`src/rtl/segdac_pkg.sv`:
```
package segdac_pkg;

    // Width of each half (row or column) of the unary field
    localparam int HALF_W   = 3;
    // Width of the binary-weighted field
    localparam int LSB_W    = 10;
    localparam int UNARY_W  = 2 * HALF_W;
    localparam int CODE_W   = UNARY_W + LSB_W;
    localparam int GRID     = 1 << HALF_W;
    localparam int CELLS    = GRID * GRID - 1;

    // Field view of a registered sample word
    typedef struct packed {
        logic [HALF_W-1:0] row;
        logic [HALF_W-1:0] col;
        logic [LSB_W-1:0]  lsb;
    } sample_t;

    // Linear enable index of a grid position, row-major
    function automatic int cell_index(input int r, input int c);
        return r * GRID + c;
    endfunction

endpackage

```
`src/rtl/segdac_in_reg.sv`:
```
module segdac_in_reg
    import segdac_pkg::*;
(
    input  logic              clk,
    input  logic              rst,
    input  logic [CODE_W-1:0] code_d,
    output sample_t           code_q
);

    always_ff @(posedge clk) begin
        if (rst) begin
            code_q <= '0;
        end else begin
            code_q <= sample_t'(code_d);
        end
    end

endmodule

```
`src/rtl/segdac_thermo.sv`:
```
module segdac_thermo #(
    parameter int IN_W  = 3,
    localparam int OUT_W = (1 << IN_W) - 1
) (
    input  logic [IN_W-1:0]  bin,
    output logic [OUT_W-1:0] therm
);

    // Line k is high when the code exceeds k
    for (genvar k = 0; k < OUT_W; k++) begin : g_line
        assign therm[k] = (32'(bin) > k);
    end

endmodule

```
`src/rtl/segdac_unit_gate.sv`:
```
module segdac_unit_gate (
    input  logic row_full,
    input  logic row_part,
    input  logic col_on,
    output logic cell_on
);

    // Cell is on when its row is completely filled, or when its row is the
    // partially filled one and its column is covered
    assign cell_on = row_full | (row_part & col_on);

endmodule

```
`src/rtl/segdac_cell_grid.sv`:
```
module segdac_cell_grid
    import segdac_pkg::*;
#(
    parameter int H_W = HALF_W,
    localparam int G   = 1 << H_W,
    localparam int TW  = G - 1,
    localparam int NC  = G * G - 1
) (
    input  logic [TW-1:0] row_th,
    input  logic [TW-1:0] col_th,
    output logic [NC-1:0] cell_en
);

    // row_ext[r+1]: row r fully filled; row_ext[r]: row r at least partly reached
    logic [G:0]   row_ext;
    logic [G-1:0] col_ext;

    assign row_ext = {1'b0, row_th, 1'b1};
    assign col_ext = {1'b0, col_th};

    for (genvar r = 0; r < G; r++) begin : g_row
        for (genvar c = 0; c < G; c++) begin : g_col
            if (r * G + c < NC) begin : g_cell
                segdac_unit_gate i_gate (
                    .row_full (row_ext[r+1]),
                    .row_part (row_ext[r]),
                    .col_on   (col_ext[c]),
                    .cell_on  (cell_en[r*G+c])
                );
            end
        end
    end

endmodule

```
`src/rtl/segdac_rowcol_decoder.sv`:
```
module segdac_rowcol_decoder
    import segdac_pkg::*;
(
    input  logic              clk,
    input  logic              rst,
    input  logic [CODE_W-1:0] code_in,
    output logic [CELLS-1:0]  unary_en,
    output logic [LSB_W-1:0]  binary_en
);

    localparam int TW = GRID - 1;

    sample_t          code_q;
    logic [TW-1:0]    row_th;
    logic [TW-1:0]    col_th;
    logic [CELLS-1:0] cell_en;

    segdac_in_reg i_in_reg (
        .clk    (clk),
        .rst    (rst),
        .code_d (code_in),
        .code_q (code_q)
    );

    segdac_thermo #(.IN_W(HALF_W)) i_row_dec (
        .bin   (code_q.row),
        .therm (row_th)
    );

    segdac_thermo #(.IN_W(HALF_W)) i_col_dec (
        .bin   (code_q.col),
        .therm (col_th)
    );

    segdac_cell_grid #(.H_W(HALF_W)) i_grid (
        .row_th  (row_th),
        .col_th  (col_th),
        .cell_en (cell_en)
    );

    // Both sections leave through the same register edge
    always_ff @(posedge clk) begin
        if (rst) begin
            unary_en  <= '0;
            binary_en <= '0;
        end else begin
            unary_en  <= cell_en;
            binary_en <= code_q.lsb;
        end
    end

endmodule

```
`config.mk`:
```
export PLATFORM = sky130hd
export DESIGN_NAME = segdac_rowcol_decoder
export DESIGN_NICKNAME = d
export VERILOG_FILES = /design/src/rtl/segdac_pkg.sv /design/src/rtl/segdac_in_reg.sv /design/src/rtl/segdac_thermo.sv /design/src/rtl/segdac_unit_gate.sv /design/src/rtl/segdac_cell_grid.sv /design/src/rtl/segdac_rowcol_decoder.sv
export SDC_FILE = /design/constraint.sdc
export NUM_CORES = 1
export LEC_CHECK = 0
export ABC_AREA = 1
export BUFFER_PORTS_ARGS = -buffer_cell sky130_fd_sc_hd__buf_4
export CORE_MARGIN = 1.5
export CORE_UTILIZATION = 43
export DETAILED_ROUTE_END_ITERATION = 10
export GPL_ROUTABILITY_DRIVEN = 0
export PLACE_DENSITY_LB_ADDON = 0.1
export SETUP_SLACK_MARGIN = 0.1
export SLEW_MARGIN = 20
export SYNTH_ARGS = -nofsm -noshare
export SYNTH_HDL_FRONTEND = slang
export SYNTH_SLANG_ARGS = --single-unit
export TNS_END_PERCENT = 30
```
`constraint.sdc`:
```
create_clock -name clk -period 0.9 [get_ports clk]
set_input_delay 0.18 -clock clk [delete_from_list [all_inputs] [get_ports clk]]
set_output_delay 0.18 -clock clk [all_outputs]
set_load 0.02 [all_outputs]
```
Yosys cells after proc, flatten, opt, wreduce, memory -nomap -nowiden
Cells that the tools add are included.

Bitwise gates (word level): 98. $lt $le $gt $ge: 14.

Operators by type and width (count): bitwise AND 1 bit (49); OR 1 bit (49); > comparator 3 bit, second input constant (6); > comparator 3 x 1 -> 1 bit, second input constant (4); > comparator 3 x 2 -> 1 bit, second input constant (4).

Input bits: 18. Logic and storage cells: 117. Register bits: 89.

Logic depth before layout (Yosys ltp)
Gate-level depths: netlist of the first run.

Depth after elaboration: 3. Mapped depth: 5.

Modules after synthesis
A second synthesis of the first run with hierarchy kept.

Cell total of the unflattened synthesis: 490. Area, all modules: 3395.8 um2.

Modules (own cells, without submodules): segdac_rowcol_decoder (instances 1, sequential area each 1461.4 um2, cells each 227, area an instance 2117.0 um2); segdac_unit_gate (instances 63, sequential area each 0.0 um2, cells each 3, area an instance 11.3 um2); segdac_in_reg (instances 1, sequential area each 320.3 um2, cells each 50, area an instance 474.2 um2); segdac_thermo (instances 2, sequential area each 0.0 um2, cells each 11, area an instance 43.8 um2); segdac_cell_grid (instances 1, sequential area each 0.0 um2, cells each 2, area an instance 7.5 um2).

Worst setup path before layout of the first run
OpenSTA, ideal clock, no wires.

Kind: reg2reg. From: reg, netlist name i_in_reg.code_q[14]. To: reg unary_en[1]. Arrival time: 901 ps. Cell stages (with the launch flop): 6. Library setup time: 125 ps. Path slack: -126 ps. Path through: dfxtp_1 > buf_4 > nor2_4 > nand2_2 > nand2_1 > o21ai_0.

Longest elaborated chain between the ends: 2.

Ends and longest elaborated chain: > comparator 3 x 1 -> 1 bit (line segdac_thermo.sv:11) `assign therm[k] = (32'(bin) > k);`; OR 1 bit (line segdac_unit_gate.sv:10) `assign cell_on = row_full | (row_part & col_on);`; end signal: assignment (line segdac_rowcol_decoder.sv:47) `unary_en <= cell_en;`; end: declaration (line segdac_rowcol_decoder.sv:7) `output logic [CELLS-1:0] unary_en,`.

Every way passes these cells. A chain may end at the register's enable or synchronous reset.

Worst setup path in the final report of the first run
From: reg, netlist name i_in_reg.code_q[14]. To: reg unary_en[44].

Longest elaborated chain between the ends: 3.

Ends and longest elaborated chain (line): > comparator 3 bit (segdac_thermo.sv:11); bitwise AND 1 bit (segdac_unit_gate.sv:10); OR 1 bit (*) (segdac_unit_gate.sv:10).

Every way passes the cells marked *; elsewhere a longest branch is shown, timed or not.

==> results of run 1 <==
## layout by cell type, fill, tap and decap left out, types with 4 or more instances in the layout
cell      count
nand2_1      30
nand2_2       9
dfxtp_2      75
nand3_1      11
o21ai_2       4
nor2_4        4
nand2_4       6
buf_4        46
clkbuf_8      9
dfxtp_1      12
nor2_2        4
inv_1        36
o21ai_1      10
a21oi_1       4
a21oi_2       5
o21ai_0       6
buf_6        79
nor2_1       31
## layer usage
layer,track usage [%],vias up
met1,23.23,984
li1,-,1089
met3,5.393,9
met2,33.36,77
met5,0,-
met4,9.828,0
## logic make-up after synthesis
kind of cell	Yosys count
AND/OR/NAND/NOR	102
flip-flops	89
AO/OA/AOI/OAI	30
buffers and inverters	52
## layout make-up
type                       count  area, um2
inverter                      42      165.2
fill                         427       1456
sequential                    89       1883
tap                           75      93.84
clock inverter                 5      103.9
multi-input combinational    133      777.0
timing repair buffer         127       1275
clock buffer                  11      131.4
## state kept, by name (all words and copies together) (netlist names)
register         flops
binary_en           10
i_in_reg.code_q     16
unary_en            63
## report_power, final
part	internal, uW	leakage [uW]	switching [uW]	total, uW
registers	4150	0.000762	102	4250
logic	516	0.00127	553	1070
clock network	1850	0.000118	1280	3120
## worst min-delay path, delay by kind of cell
family        cells  cell delay (ns)
buf+inv           2             0.10
simple gates      1             0.06
## timing repair
item,CTS,global route
setup buffers,3,1
cloned,1,0
hold buffers,0,0
resized for setup,175,34
pin swaps,8,5
setup endpoints to repair,135,136
## worst min-delay path by stage
stage / startpoint / end
floorplan: code_in[0] / i_in_reg.code_q[0]$_SDFF_PP0_
global placement: code_in[7] / i_in_reg.code_q[7]$_SDFF_PP0_
detailed placement: code_in[1] / i_in_reg.code_q[1]$_SDFF_PP0_
CTS: code_in[9] / i_in_reg.code_q[9]$_SDFF_PP0_
global route: code_in[11] / i_in_reg.code_q[11]$_SDFF_PP0_
finish: code_in[2] / i_in_reg.code_q[2]$_SDFF_PP0_
## metrics by stage
step                total power [uW]  hold WS, ns  util (%)  cell area (um2)
floorplan                       4716       0.2870         -             2624
global placement                5149       0.3784     60.93             3586
detailed placement              5160       0.3875     60.93             3586
CTS                             8458      0.01874     73.55             4329
global route                    8777      0.01805     75.26             4429
finish                          8439      0.03255     75.26             4429
==> impl_metrics.py, run 1 <==
metrics = {
    "detailed_routing": {
        "dr.pass1.iters": 4,
        "wirelength_mm": 6.235,
        "vias_per_cell": 4.479,
        "met1_length_mm": 2.552,
        "drtAntennaViolNets": 0,
        "avgRoutedWirePerCell_um": 12.94,
        "drtIter0Drc": 93,
        "wl_met2_mm": 3.188,
        "wl_met3_um": 407,
        "highest_layer": "met4",
        "vias": 2159,
        "remaining_drc_errors": 0,
    },
    "cts": {
        "clk_latency_ns": 0.34,
        "clk_pin_slew_ns": 0.08,
        "cts_tree": "built",
        "h-tree-depth": 3,
        "cts_max_path_buffers": 2,
        "cts_buffers": 9,
        "cts.sinks": 89,
        "cts_root_buf": "clkbuf_8",
    },
    "yosys": {
        "synth_xor_xnor_area_share_pct": 0,
        "syn_nets": 291,
        "synth-async-reset-ratio_pct": 0,
        "synthTopCellsByArea": "dfxtp_1 (69%), nand2_1 (6.4%), inv_1 (5.8%)",
        "ys_warn_count": 0,
        "synth_area_per_cell_um2": 9.524,
        "synth_flop_cell": "dfxtp_1",
        "synth_common_cells": "dfxtp_1 (89), nand2_1 (44), inv_1 (40), nor2_1 (36), o21ai_0 (19)",
        "synth_top_family_by_area": "simple AND/OR/NAND/NOR gates",
        "yosysMostFrequentCell": "dfxtp_1",
        "syn-instance-count": 273,
        "synth_edf_count": 0,
        "synth_seq_cells": 89,
        "synth-simple-area-share_pct": 16.65,
        "synth_top_area_share_pct": 68.53,
        "synth_compound_area_share_pct": 6.400,
        "synthMuxAreaShare_pct": 0,
        "ys_types": 19,
        "synth_top_area_cell": "dfxtp_1",
        "synth-seq-area-share_pct": 68.53,
        "synth_area_mm2": 0.002600,
        "synthAdderAreaFrac_pct": 0,
    },
    "power_and_ir_drop": {
        "ir_drop_mv": 1.479,
        "p_per_area_mw_per_mm2": 1905,
        "p_leak_uw": 0.002153,
    },
    "worst_setup_path": {
        "cp_top_family": "flip-flops",
        "worstPathRequired_ns": 1.13,
        "worstSetupStartpointType": "flip-flop",
        "cp.depth": 6,
        "critPathSlowestCell": "dfxtp_2",
        "r2r_cells": 6,
        "slowest_delay_ns": 0.33,
        "crit_path_start": "i_in_reg.code_q[14]$_SDFF_PP0_",
        "cp_max_fo": 5,
        "arrival_ns": 1.28,
        "r2r-end": "unary_en[44]$_SDFF_PP0_",
        "worst-path-buf-inv": 2,
        "criticalPathCategory": "flip-flop to flip-flop",
        "crit_path_cell_trace": "buf_6 > nor2_4 > nor2_1 > buf_4 > nand2_2 > nand2_1",
        "regToRegSetupSlack_ns": -0.15,
        "r2r-start": "i_in_reg.code_q[14]$_SDFF_PP0_",
        "worstSetupEndpoint": "unary_en[44]$_SDFF_PP0_",
        "cp-end-kind": "flip-flop",
    },
    "die": {
        "die_width_um": 80.76,
        "io_pins": 91,
        "num_rows": 28,
        "die_y_um": 80.76,
        "coreArea_mm2": 0.005886,
        "floorplan.initialDensity_pct": 44.18,
        "die_area_mm2": 0.006522,
    },
    "timing": {
        "final_hold_viol_count": 0,
        "slew_headroom_pct": 83.07,
        "post-route-period-util_pct": 116.7,
        "timing.final.ws_setup_ns": -0.1504,
        "fin_crit_ns": 1.050,
        "fin_skew_ns": 0.008180,
        "setup_viol": 129,
        "setup_tns_ns": -9.363,
        "rsz0062_at_grt": "true",
        "drv_slew": 0,
        "fmax_mhz": 952.0,
        "worstMarginPinSlew_ns": 0.2532,
    },
    "grt": {
        "grt_max_degree": 27,
        "grt_antenna_before_repair": 0,
        "grt_remaining_overflow": 0,
        "first_global_vias": 2021,
        "grt_pass1_wl_mm": 9.404,
        "track_usage_pct": 19.80,
    },
    "outcome": {
        "violations": "negative setup slack",
        "status": "complete, but fails checks",
    },
    "place": {
        "portBuffers": 90,
        "dp_hpwl_mm": 4.097,
        "place_inst": 461,
        "dp_slack_ns": -0.2830,
    },
    "cells_and_area": {
        "final_cells": 482,
        "final_nets": 420,
        "synthToLayoutAreaGrowth_pct": 70.36,
        "drive_above_1_share_pct": 64.37,
        "diodes": 0,
    },
    "worst_hold_path": {
        "holdPathStages": 3,
        "holdCritPathClass": "input pin to flip-flop",
    },
    "run": {
        "maxCapViolations": 0,
    },
}
(Power assumes the default switching activity.)
==> inputs of run 2 (changes only) <==
Settings changed: ABC_AREA 1 to not set, CORE_UTILIZATION 43 to 40, SETUP_SLACK_MARGIN 0.1 to 0.4.
==> impl_metrics.py, run 2 <==
metrics = {
    "outcome": {
        "status": "complete, but fails checks",
        "violations": "negative setup slack",
    },
    "detailed_routing": {
        "vias": 1909,
        "vias_per_cell": 4.656,
        "dr.pass1.iters": 4,
        "avgRoutedWirePerCell_um": 14.00,
        "remaining_drc_errors": 0,
        "drtAntennaViolNets": 0,
        "drtIter0Drc": 82,
        "wirelength_mm": 5.739,
    },
    "timing": {
        "fin_skew_ns": 0.01241,
        "hold_ws_ns": 0.02998,
        "fin_crit_ns": 1.006,
        "setup_viol": 127,
        "setup_tns_ns": -8.152,
        "slew_headroom_pct": 78.39,
        "post-route-period-util_pct": 111.8,
        "fmax_mhz": 993.7,
        "worstMarginPinSlew_ns": 0.3230,
        "rsz0062_at_grt": "true",
        "final_hold_viol_count": 0,
        "timing.final.ws_setup_ns": -0.1063,
        "drv_slew": 0,
    },
    "die": {
        "die_y_um": 82.00,
        "num_rows": 28,
        "floorplan.initialDensity_pct": 41.91,
        "die_width_um": 82.00,
        "coreArea_mm2": 0.005956,
        "io_pins": 91,
        "die_area_mm2": 0.006723,
    },
    "worst_setup_path": {
        "criticalPathCategory": "flip-flop to flip-flop",
        "arrival_ns": 1.24,
        "cp-end-kind": "flip-flop",
        "worstSetupStartpointType": "flip-flop",
        "worstPathRequired_ns": 1.14,
        "cp_max_fo": 11,
    },
    "cells_and_area": {
        "final_common_cell": "buf_6",
        "finish.instance_area_mm2": 0.004228,
        "drive_above_1_share_pct": 72.24,
        "fillers": 415,
        "final_nets": 348,
        "multi_input_area_um2": 790.8,
        "seq_area_mm2": 0.001889,
        "final_cells": 410,
        "diodes": 0,
        "final_cell_mix": "buf_6 (86), dfxtp_2 (74), buf_4 (26)",
        "reg_top3": "unary_en (63), i_in_reg.code_q (16), binary_en (10)",
        "synthToLayoutAreaGrowth_pct": 69.37,
        "largest_reg_flops": 63,
        "largest_register": "unary_en",
    },
    "yosys": {
        "syn_nets": 236,
        "yosysMostFrequentCell": "dfxtp_1",
        "syn-instance-count": 218,
        "synth-async-reset-ratio_pct": 0,
        "synth_common_cells": "dfxtp_1 (89), nor2b_1 (23), o21ai_0 (22), a21oi_1 (20), nor2_1 (16)",
        "synth_seq_cells": 89,
        "synth_flop_cell": "dfxtp_1",
        "ys_warn_count": 0,
        "synth_area_per_cell_um2": 11.45,
        "synth_edf_count": 0,
        "synthTopCellsByArea": "dfxtp_1 (71%), nor2b_1 (5.8%), o21ai_0 (4.4%)",
        "synth_top_area_cell": "dfxtp_1",
        "synth_top_area_share_pct": 71.38,
        "synth_area_mm2": 0.002496,
        "ys_types": 26,
        "synth-seq-area-share_pct": 71.38,
    },
    "run": {
        "maxCapViolations": 0,
    },
    "worst_hold_path": {
        "holdCritPathClass": "input pin to flip-flop",
    },
    "power_and_ir_drop": {
        "p_per_area_mw_per_mm2": 1950,
        "ir_drop_mv": 1.096,
        "p_leak_uw": 0.001824,
        "power_uw": 8242,
    },
    "grt": {
        "grt_pass1_wl_mm": 8.549,
        "track_usage_pct": 18.05,
        "grt_antenna_before_repair": 0,
        "grt_remaining_overflow": 0,
        "first_global_vias": 1817,
        "grt_max_degree": 34,
    },
    "cts": {
        "clk_pin_slew_ns": 0.08,
        "cts_tree": "built",
        "h-tree-depth": 3,
        "cts_buffers": 9,
        "cts.sinks": 89,
        "cts_root_buf": "clkbuf_8",
        "clk_latency_ns": 0.36,
        "holdBufCountCts": 0,
        "cts_max_path_buffers": 2,
    },
    "place": {
        "place_area_mm2": 0.003437,
        "dp_hpwl_mm": 3.718,
        "place_inst": 384,
        "portBuffers": 90,
    },
}
==> run 2: area by class of cell <==
type                    instances  area share [%]
repair buffers                114           28.47
inverters                       7          0.6215
multi-input cells             109           18.70
clock inverters                 7           2.368
flip-flops and latches         89           44.69
clock buffers                   9           2.930
well taps                      75           2.220
==> run 2: worst max-delay path, stage by stage, from the launching register on <==
cell,delay [ns]
dfxtp_2,0.33
buf_12,0.15
nor3_4,0.22
buf_6,0.14
a21oi_1,0.05
==> run 2: stage by stage <==
step / setup slack [ns] / utilization [%]
global route: -0.1471 / 70.99
global placement: -0.1295 / 57.71
floorplan: -0.02870 / -
detailed placement: -0.1223 / 57.71
CTS: -0.1091 / 68.59
finish: -0.1063 / 70.99
==> run 2: path summary, 6_finish.rpt <==
kind | depth (start not counted) | end | slack, ns | startpoint
worst max-delay path | 4 | unary_en[4]$_SDFF_PP0_ | -0.11 | i_in_reg.code_q[14]$_SDFF_PP0_
worst min-delay path | 2 | i_in_reg.code_q[7]$_SDFF_PP0_ | 0.03 | code_in[7]
worst max register to register | 4 | unary_en[4]$_SDFF_PP0_ | -0.11 | i_in_reg.code_q[14]$_SDFF_PP0_
worst min register to register | 1 | binary_en[6]$_SDFF_PP0_ | 0.43 | i_in_reg.code_q[6]$_SDFF_PP0_
==> run 2: power breakdown <==
part	internal, uW	total [uW]	switching, uW
Combinational	525	1010	486
Clock	1590	2990	1400
Sequential	4130	4240	110
Total	6250	8240	2000
==> run 2: what timing repair did <==
action,CTS,global route
setup endpoints to repair,146,147
resized for setup,154,38
hold endpoints to repair,0,0
cloned,1,0
buffers inserted,4,5
pin swaps,14,19
==> run 2: logic make-up after synthesis <==
group,after synthesis,share of synthesized area (%)
AOI/OAI and AO/OA,52,11.13
buffers and inverters,21,4.360
DFF,89,71.38
and+or+nand+nor,56,13.13
==> run 2: routing by layer <==
layer | share of wire (%) | routed length (um) | vias to the layer above | global-route usage (%)
met5 | 0 | 0 | - | 0
met4 | 2.2 | 125 | 0 | 10.85
met2 | 49 | 2820 | 70 | 29.18
met1 | 42 | 2430 | 887 | 20.96
li1 | - | - | 940 | -
met3 | 6.3 | 362 | 12 | 5.444
==> inputs of run 3 (changes only) <==
Settings changed: RECOVER_POWER set to 25.
==> impl_metrics.py, run 3 (synthesized netlist as in run 2, its figures left out) <==
metrics = {
    "timing": {
        "rsz0062_at_grt": "true",
        "drv_slew": 0,
        "post-route-period-util_pct": 111.8,
        "fin_crit_ns": 1.007,
        "timing.final.ws_setup_ns": -0.1066,
        "setup_tns_ns": -8.197,
        "setup_viol": 127,
        "final_hold_viol_count": 0,
        "fmax_mhz": 993.4,
        "fin_skew_ns": 0.01174,
        "worstMarginPinSlew_ns": 0.5443,
        "slew_headroom_pct": 63.71,
    },
    "power_and_ir_drop": {
        "p_leak_uw": 0.001820,
        "p_switching_uw": 1995,
        "p_per_area_mw_per_mm2": 1952,
        "p_int_uw": 6243,
        "swShare_pct": 24.22,
        "clkPwrFrac_pct": 36.3,
        "seq_power_share_pct": 51.5,
        "ir_drop_mv": 1.094,
        "power_uw": 8238,
        "combinationalPowerShare_pct": 12.2,
    },
    "grt": {
        "track_usage_pct": 18.05,
        "grt_remaining_overflow": 0,
        "first_global_vias": 1817,
        "grt_pass1_wl_mm": 8.549,
        "grt_max_degree": 34,
        "grt_antenna_before_repair": 0,
    },
    "cells_and_area": {
        "final_common_cell": "buf_6",
        "diodes": 0,
        "final_cell_mix": "buf_6 (85), dfxtp_2 (74), buf_4 (26)",
        "finish.instance_area_mm2": 0.004220,
        "final_nets": 348,
        "reg_top3": "unary_en (63), i_in_reg.code_q (16), binary_en (10)",
        "drive_above_1_share_pct": 71.94,
        "fillers": 415,
        "synthToLayoutAreaGrowth_pct": 69.07,
        "largest_reg_flops": 63,
        "utilization_pct": 70.86,
        "largest_register": "unary_en",
    },
    "place": {
        "dp_hpwl_mm": 3.718,
        "dp_slack_ns": -0.1223,
        "place_area_mm2": 0.003437,
        "portBuffers": 90,
    },
    "detailed_routing": {
        "vias": 1913,
        "drtIter0Drc": 82,
        "dr.pass1.iters": 5,
        "avgRoutedWirePerCell_um": 14.01,
        "remaining_drc_errors": 0,
        "drtAntennaViolNets": 0,
        "wirelength_mm": 5.744,
        "vias_per_cell": 4.666,
    },
    "worst_setup_path": {
        "crit_path_cell_trace": "buf_12 > nor3_4 > buf_6 > a21oi_1",
        "cp-end-kind": "flip-flop",
        "arrival_ns": 1.24,
        "worstPathRequired_ns": 1.14,
        "criticalPathCategory": "flip-flop to flip-flop",
        "slowest_delay_ns": 0.33,
        "worstSetupStartpointType": "flip-flop",
        "cp_max_fo": 11,
        "critPathSlowestCell": "dfxtp_2",
    },
    "cts": {
        "cts.sinks": 89,
        "clk_pin_slew_ns": 0.08,
        "h-tree-depth": 3,
        "cts_tree": "built",
        "holdBufCountCts": 0,
        "cts_root_buf": "clkbuf_8",
        "clk_latency_ns": 0.36,
        "cts_buffers": 9,
        "cts_max_path_buffers": 2,
    },
    "outcome": {
        "violations": "negative setup slack",
        "status": "complete, but fails checks",
    },
    "die": {
        "io_pins": 91,
        "die_y_um": 82.00,
        "coreArea_mm2": 0.005956,
        "die_area_mm2": 0.006723,
        "floorplan.initialDensity_pct": 41.91,
        "die_width_um": 82.00,
        "num_rows": 28,
    },
    "run": {
        "maxCapViolations": 0,
    },
    "worst_hold_path": {
        "holdCritPathClass": "input pin to flip-flop",
    },
}
==> run 3: power by group through the flow <==
stage	Sequential, uW	Clock (uW)	Combinational, uW
after detailed placement	4290	0	809
after CTS	4240	3080	939
after floorplan	4430	0	304
after global placement	4290	0	801
final	4240	2990	1010
after global routing	4260	3220	1070
==> run 3: worst paths after layout <==
kind	startpoint	to	slack, ns	depth (start not counted)
worst max-delay path	i_in_reg.code_q[14]$_SDFF_PP0_	unary_en[4]$_SDFF_PP0_	-0.11	4
worst max register to register	i_in_reg.code_q[14]$_SDFF_PP0_	unary_en[4]$_SDFF_PP0_	-0.11	4
worst min-delay path	code_in[7]	i_in_reg.code_q[7]$_SDFF_PP0_	0.03	2
worst min register to register	i_in_reg.code_q[6]$_SDFF_PP0_	binary_en[6]$_SDFF_PP0_	0.43	1
==> run 3: cell type report <==
| class | instances | area (um2) | area share (%) |
|---|---|---|---|
| Sequential cell | 89 | 1889 | 44.77 |
| Multi-Input combinational cell | 109 | 790.8 | 18.74 |
| Tap cell | 75 | 93.84 | 2.224 |
| Clock buffer | 9 | 123.9 | 2.935 |
| Timing Repair Buffer | 114 | 1196 | 28.34 |
| Clock inverter | 7 | 100.1 | 2.372 |
| Inverter | 7 | 26.28 | 0.6226 |
==> run 3: critical path, delay by kind of cell, from the launching register on <==
family / cells / cell delay (ns)
flip-flops: 1 / 0.33
AND/OR/NAND/NOR: 1 / 0.22
buffers and inverters: 2 / 0.29
AO/OA/AOI/OAI: 1 / 0.05
==> run 3: repair_timing <==
action                     in CTS  in global routing
resized for setup             154                 38
setup endpoints to repair     146                147
gates cloned                    1                  0
setup buffers                   4                  5
pin swaps                      14                 19
==> run 3: through the flow <==
| step | std cells | hold slack, ns |
|---|---|---|
| CTS | 405 | 0.01494 |
| finish | 410 | 0.02982 |
| global route | 410 | 0.01878 |
| detailed placement | 384 | 0.3912 |
| global placement | 384 | 0.3853 |
| floorplan | 218 | 0.3051 |
==> run 3: metal layers <==
metal  part of all wire [%]  global-route usage, %
met5                      0                      0
met4                    2.2                  10.85
met3                    6.6                  5.444
met2                     49                  29.18
met1                     42                  20.96
